`src/rtl/alarm_pkg.sv`:
```
package alarm_pkg;
  typedef enum logic [1:0] {
    ADR_LIVE  = 2'd0,
    ADR_LATCH = 2'd1,
    ADR_MASK  = 2'd2,
    ADR_NONE  = 2'd3
  } alarm_adr_e;
endpackage

```
`src/rtl/alarm_event_gather.sv`:
```
module alarm_event_gather #(
  parameter int LVL_W = 7,
  localparam int EVT_W = LVL_W + 3,
  localparam int INIT_B = LVL_W,
  localparam int DET_B = LVL_W + 1,
  localparam int POR_B = LVL_W + 2
) (
  input  logic             clk,
  input  logic             rst_n,
  input  logic [LVL_W-1:0] lvl_i,
  input  logic             init_i,
  input  logic             det_i,
  input  logic             cfg_exit_i,
  input  logic             det_ack_i,
  output logic [EVT_W-1:0] raw_o,
  output logic [EVT_W-1:0] trig_o
);
  logic por_q;
  logic det_ref_q;

  always_ff @(posedge clk or negedge rst_n) begin
    if (!rst_n) por_q <= 1'b1;
    else if (cfg_exit_i) por_q <= 1'b0;
  end

  always_ff @(posedge clk or negedge rst_n) begin
    if (!rst_n) det_ref_q <= 1'b0;
    else if (det_ack_i) det_ref_q <= det_i;
  end

  always_comb begin
    raw_o = {por_q, det_i, init_i, lvl_i};
    trig_o = raw_o;
    trig_o[DET_B] = det_i ^ det_ref_q;
  end

  p_por_cleared_r8: assert property (@(posedge clk) disable iff (!rst_n)
    cfg_exit_i |=> !raw_o[POR_B]);

  p_ref_tracks_r7: assert property (@(posedge clk) disable iff (!rst_n)
    det_ack_i |=> (det_ref_q == $past(det_i)));

  p_init_live_r1: assert property (@(posedge clk) disable iff (!rst_n)
    raw_o[INIT_B] == init_i);
endmodule

```
`src/rtl/alarm_latch_bank.sv`:
```
module alarm_latch_bank #(
  parameter int EVT_W = 10,
  parameter int INIT_B = 7,
  parameter logic [EVT_W-1:0] DEFAULT_MASK = '1
) (
  input  logic             clk,
  input  logic             rst_n,
  input  logic [EVT_W-1:0] trig_i,
  input  logic [EVT_W-1:0] clr_i,
  input  logic             mask_wr_i,
  input  logic [EVT_W-1:0] mask_wdata_i,
  output logic [EVT_W-1:0] lat_o,
  output logic [EVT_W-1:0] mask_o,
  output logic [EVT_W-1:0] set_o
);
  logic [EVT_W-1:0] lat_q;
  logic [EVT_W-1:0] mask_q;

  always_ff @(posedge clk or negedge rst_n) begin
    if (!rst_n) mask_q <= DEFAULT_MASK;
    else if (mask_wr_i) mask_q <= mask_wdata_i;
  end

  for (genvar b = 0; b < EVT_W; b++) begin : g_bit
    assign set_o[b] = mask_q[b] & trig_i[b];
    always_ff @(posedge clk or negedge rst_n) begin
      if (!rst_n) lat_q[b] <= 1'b0;
      else lat_q[b] <= set_o[b] | (lat_q[b] & ~clr_i[b]);
    end
  end

  assign lat_o = lat_q;
  assign mask_o = mask_q;

  p_masked_no_rise_r2: assert property (@(posedge clk) disable iff (!rst_n)
    1'b1 |=> ((lat_q & ~$past(lat_q) & ~$past(mask_q)) == '0));

  p_w1c_clears_r4: assert property (@(posedge clk) disable iff (!rst_n)
    1'b1 |=> ((lat_q & $past(clr_i) & ~$past(set_o)) == '0));

  p_set_wins_r9: assert property (@(posedge clk) disable iff (!rst_n)
    1'b1 |=> ((lat_q & $past(set_o)) == $past(set_o)));

  p_init_held_r6: assert property (@(posedge clk) disable iff (!rst_n)
    (lat_q[INIT_B] && !clr_i[INIT_B]) |=> lat_q[INIT_B]);
endmodule

```
`src/rtl/alarm_host_port.sv`:
```
module alarm_host_port
  import alarm_pkg::*;
#(
  parameter int EVT_W = 10
) (
  input  logic             wr_i,
  input  logic [1:0]       addr_i,
  input  logic [EVT_W-1:0] wdata_i,
  input  logic [EVT_W-1:0] raw_i,
  input  logic [EVT_W-1:0] lat_i,
  input  logic [EVT_W-1:0] mask_i,
  output logic [EVT_W-1:0] clr_o,
  output logic             mask_wr_o,
  output logic [EVT_W-1:0] rdata_o
);
  alarm_adr_e adr;
  assign adr = alarm_adr_e'(addr_i);

  assign clr_o = (wr_i && adr == ADR_LATCH) ? wdata_i : '0;
  assign mask_wr_o = wr_i && (adr == ADR_MASK);

  always_comb begin
    unique case (adr)
      ADR_LIVE:  rdata_o = raw_i;
      ADR_LATCH: rdata_o = lat_i;
      ADR_MASK:  rdata_o = mask_i;
      default:   rdata_o = '0;
    endcase
  end
endmodule

```
`src/rtl/alarm_latch_ctrl.sv`:
```
module alarm_latch_ctrl #(
  parameter int LVL_W = 7,
  localparam int EVT_W = LVL_W + 3,
  parameter logic [EVT_W-1:0] DEFAULT_MASK = 10'h3BF
) (
  input  logic             clk,
  input  logic             rst_n,
  input  logic [LVL_W-1:0] lvl_i,
  input  logic             init_done_i,
  input  logic             det_level_i,
  input  logic             cfg_exit_i,
  input  logic             reg_wr_i,
  input  logic [1:0]       reg_addr_i,
  input  logic [EVT_W-1:0] reg_wdata_i,
  output logic [EVT_W-1:0] reg_rdata_o,
  output logic             alert_oe_o,
  output logic             alert_do_o
);
  localparam int INIT_B = LVL_W;
  localparam int DET_B = LVL_W + 1;

  logic [EVT_W-1:0] raw, trig, lat, mask, set, clr;
  logic mask_wr;

  alarm_event_gather #(.LVL_W(LVL_W)) u_gather (
    .clk(clk), .rst_n(rst_n), .lvl_i(lvl_i), .init_i(init_done_i),
    .det_i(det_level_i), .cfg_exit_i(cfg_exit_i), .det_ack_i(set[DET_B]),
    .raw_o(raw), .trig_o(trig)
  );

  alarm_latch_bank #(.EVT_W(EVT_W), .INIT_B(INIT_B), .DEFAULT_MASK(DEFAULT_MASK)) u_bank (
    .clk(clk), .rst_n(rst_n), .trig_i(trig), .clr_i(clr),
    .mask_wr_i(mask_wr), .mask_wdata_i(reg_wdata_i),
    .lat_o(lat), .mask_o(mask), .set_o(set)
  );

  alarm_host_port #(.EVT_W(EVT_W)) u_port (
    .wr_i(reg_wr_i), .addr_i(reg_addr_i), .wdata_i(reg_wdata_i),
    .raw_i(raw), .lat_i(lat), .mask_i(mask),
    .clr_o(clr), .mask_wr_o(mask_wr), .rdata_o(reg_rdata_o)
  );

  assign alert_oe_o = |lat;
  assign alert_do_o = 1'b0;

  p_alert_release_r3: assert property (@(posedge clk) disable iff (!rst_n)
    (!alert_oe_o && set == '0) |=> !alert_oe_o);

  p_alert_hold_r3: assert property (@(posedge clk) disable iff (!rst_n)
    (alert_oe_o && clr == '0) |=> alert_oe_o);

  p_pad_zero_r3: assert property (@(posedge clk) disable iff (!rst_n)
    !alert_do_o);
endmodule

```
`config.mk`:
```
export PLATFORM = sky130hd
export DESIGN_NAME = alarm_latch_ctrl
export DESIGN_NICKNAME = d
export VERILOG_FILES = /design/src/rtl/alarm_pkg.sv /design/src/rtl/alarm_event_gather.sv /design/src/rtl/alarm_latch_bank.sv /design/src/rtl/alarm_host_port.sv /design/src/rtl/alarm_latch_ctrl.sv
export SDC_FILE = /design/constraint.sdc
export NUM_CORES = 1
export LEC_CHECK = 0
export BUFFER_PORTS_ARGS = -buffer_cell sky130_fd_sc_hd__buf_4
export CAP_MARGIN = 20
export CORE_UTILIZATION = 53
export DETAILED_ROUTE_END_ITERATION = 16
export MAX_ROUTING_LAYER = met4
export PLACE_DENSITY = 0.94
export SYNTH_ARGS = -nofsm -noshare
export SYNTH_HDL_FRONTEND = slang
export SYNTH_SLANG_ARGS = --single-unit
```
`constraint.sdc`:
```
create_clock -name clk -period 2.3 [get_ports clk]
set_input_delay 0.345 -clock clk [delete_from_list [all_inputs] [get_ports clk]]
set_output_delay 0.345 -clock clk [all_outputs]
set_load 0.005 [all_outputs]
```
==> impl_metrics.json <==
{
  "swShare_pct": 26.5,
  "fin_crit_ns": 1.76,
  "combPwrFrac_pct": 23.4,
  "holdWs_ns": 0.130,
  "antenna_found_initial": 0,
  "finalPower_mw": 0.949,
  "cts_hold_buffers": 1,
  "clk_pin_slew_ns": 0.12,
  "syn2layout_area_growth_pct": 27.7,
  "final_layout_size_suffix_gt1_share_pct": 49.6,
  "rows": 16,
  "max_stage_delay_ns": 0.43,
  "dp_cells": 147,
  "skew_ns": 0.00516,
  "core_um2": 2020,
  "drc_errors": 0,
  "synth_cell_type_count": 19,
  "synth-simple-area-share_pct": 9.72,
  "rsz0062_at_grt": "false",
  "synth.mux.area_fraction_pct": 22.3,
  "vias": 929,
  "syn_inst": 88,
  "yosysMostFrequentCell": "dfrtp_1",
  "p_leak_nw": 0.661,
  "post_cts_buffers": 0,
  "routed_wl_um": 2920,
  "multiInputGateArea_um2": 574,
  "die-height_um": 49.0,
  "wl_met1_um": 1130,
  "synthTopCellsByArea": "dfrtp_1 (26%), dfstp_2 (22%), mux2_4 (13%)",
  "peakVddDrop_uv": 460,
  "final_max_slew_viol_count": 0,
  "power_frac_seq_pct": 53.9,
  "wl_per_cell_um": 19.2,
  "syn_area_per_cell_um2": 13.3,
  "io_buffers": 35,
  "synth-seq-cells": 22,
  "cts_buffers": 3,
  "p_sw_mw": 0.252,
  "cellPowerDensity_nw_per_um2": 634,
  "fmax_mhz": 569,
  "internal-power_mw": 0.697,
  "layout.area.seq_um2": 563,
  "grt_pass1_vias": 1036,
  "h-tree-depth": 1,
  "synth_xor_area_share_pct": 0.748,
  "die_area_um2": 2400,
  "grt_first_pass_wirelength_um": 4640,
  "ys_top_cells_by_count": "dfrtp_1 (12), nor2b_1 (11)",
  "first_pass_iters": 4,
  "ctsResizeCount": 0,
  "synth_top_area_cell": "dfrtp_1",
  "instances_no_fill": 152,
  "hold_violations": 0,
  "path_class": "reg -> out",
  "place.gp.congestion": 0.764,
  "wl_met2_um": 1580,
  "synth.top_cell.area_share_pct": 25.6,
  "setup_violations": 0,
  "clock_power_share_pct": 22.7,
  "nets": 151,
  "path_cells": "nor4_1, nand3_1, buf_4",
  "grt.total_usage_pct": 27.1,
  "worstPathMaxFanout": 4,
  "critPathLaunchType": "register",
  "ctsRootBufferMaster": "clkbuf_4",
  "overflow": 0,
  "synth_top_family_by_area": "multiplexers",
  "die_w_um": 49.0,
  "nFillCells": 138,
  "status": "finished clean",
  "synthAdderAreaFrac_pct": 0,
  "ys_seq_area_share_pct": 48.1,
  "cp_slowest_cell": "dfrtp_1",
  "hold_path.class": "in -> reg",
  "highest_layer": "met4",
  "diodes": 0,
  "cts_tree": "built",
  "synth-compound-area-share_pct": 15.9,
  "async_flop_share_pct": 100,
  "worstPathRequired_ns": 1.96,
  "synth_edf_count": 0,
  "cp-end-kind": "output pin",
  "ys_warn_count": 0,
  "synth_nets": 113,
  "setup_tns_ns": 0,
  "drt_iter0_markers": 25,
  "clk-insertion-delay-late_ns": 0.31,
  "pin_count": 37,
  "vias_per_cell": 6.11,
  "grt_start_max_net_pins": 23,
  "ant_nets": 0,
  "cp_data_arrival_time_ns": 1.41,
  "fin_crit_sh_pct": 76.5,
  "wl_met3_um": 105,
  "initial_core_util_pct": 57.9,
  "cap_violations": 0,
  "synth_area_um2": 1170,
  "synthFlopType": "dfrtp_1",
  "cts_num_sinks": 22,
  "cts.path.max_buffers": 2
}
[cells in the final DEF, fill, tap and decap left out, drive strengths merged, types with 2 or more instances in the layout]
cell,count
nor4,2
nor2b,11
clkbuf,4
buf,37
mux2,11
nand3b,2
dfstp,10
dfrtp,12
a221o,9
o2bb2ai,10
mux2i,10
[cell type report]
class	instances	share of cell area, %
Multi-Input combinational cell	61	38.4
Tap cell	27	2.26
Sequential cell	22	37.7
Timing Repair Buffer	38	19.2
Clock buffer	4	2.43
[sequential cells by signal, indices dropped and copies added, names as in the netlist]
name and cells:
u_bank.lat_o 10, u_bank.mask_o 10, u_gather.det_ref_q 1, u_gather.por_q 1
[power groups by stage]
stage	clock [mW]	combinational [mW]	sequential, mW
6_report	0.215	0.222	0.511
5_1_grt	0.233	0.236	0.517
4_1_cts	0.218	0.222	0.510
3_5_place_dp	0	0.219	0.517
3_3_place_gp	0	0.207	0.510
2_1_floorplan	0	0.126	0.499
[worst max-delay path, delay by kind of cell, from the launching register on]
| kind | cells | cell delay [ns] |
|---|---|---|
| simple gates | 2 | 0.52 |
| buf+inv | 1 | 0.15 |
| flops | 1 | 0.43 |
[per-stage QoR]
step / setup slack [ns] / area, um^2 / utilization [%]
2_1_floorplan: 1.08 / 1170 / -
6_report: 0.541 / 1500 / 73.9
4_1_cts: 0.530 / 1500 / 73.9
5_1_grt: 0.442 / 1500 / 73.9
3_3_place_gp: 0.808 / 1450 / 71.7
3_5_place_dp: 0.764 / 1450 / 71.7
[layer usage]
metal	GRT usage [%]	vias to the layer above
met3	3.74	14
met4	11.3	0
met2	48.8	37
li1	-	413
met1	29.8	465
met5	-	-
[cells by family after synthesis]
logic type	Yosys count
buf+inv	5
other cells	1
compound gates	20
mux	21
simple gates	18
xor+xnor	1
flops	22
[worst paths after layout]
path,startpoint,end,slack [ns],depth (start not counted)
min in group asynchronous,rst_n,u_bank.lat_o[1],0.43,2
min,cfg_exit_i,u_gather.por_q,0.13,2
max in group asynchronous,rst_n,u_bank.mask_o[9],1.59,2
min reg2reg,u_gather.por_q,u_gather.por_q,0.50,1
max,u_bank.lat_o[6],alert_oe_o,0.54,3
max reg2reg,u_bank.mask_o[8],u_gather.det_ref_q,1.29,1
Power figures use the tool's default switching activity.
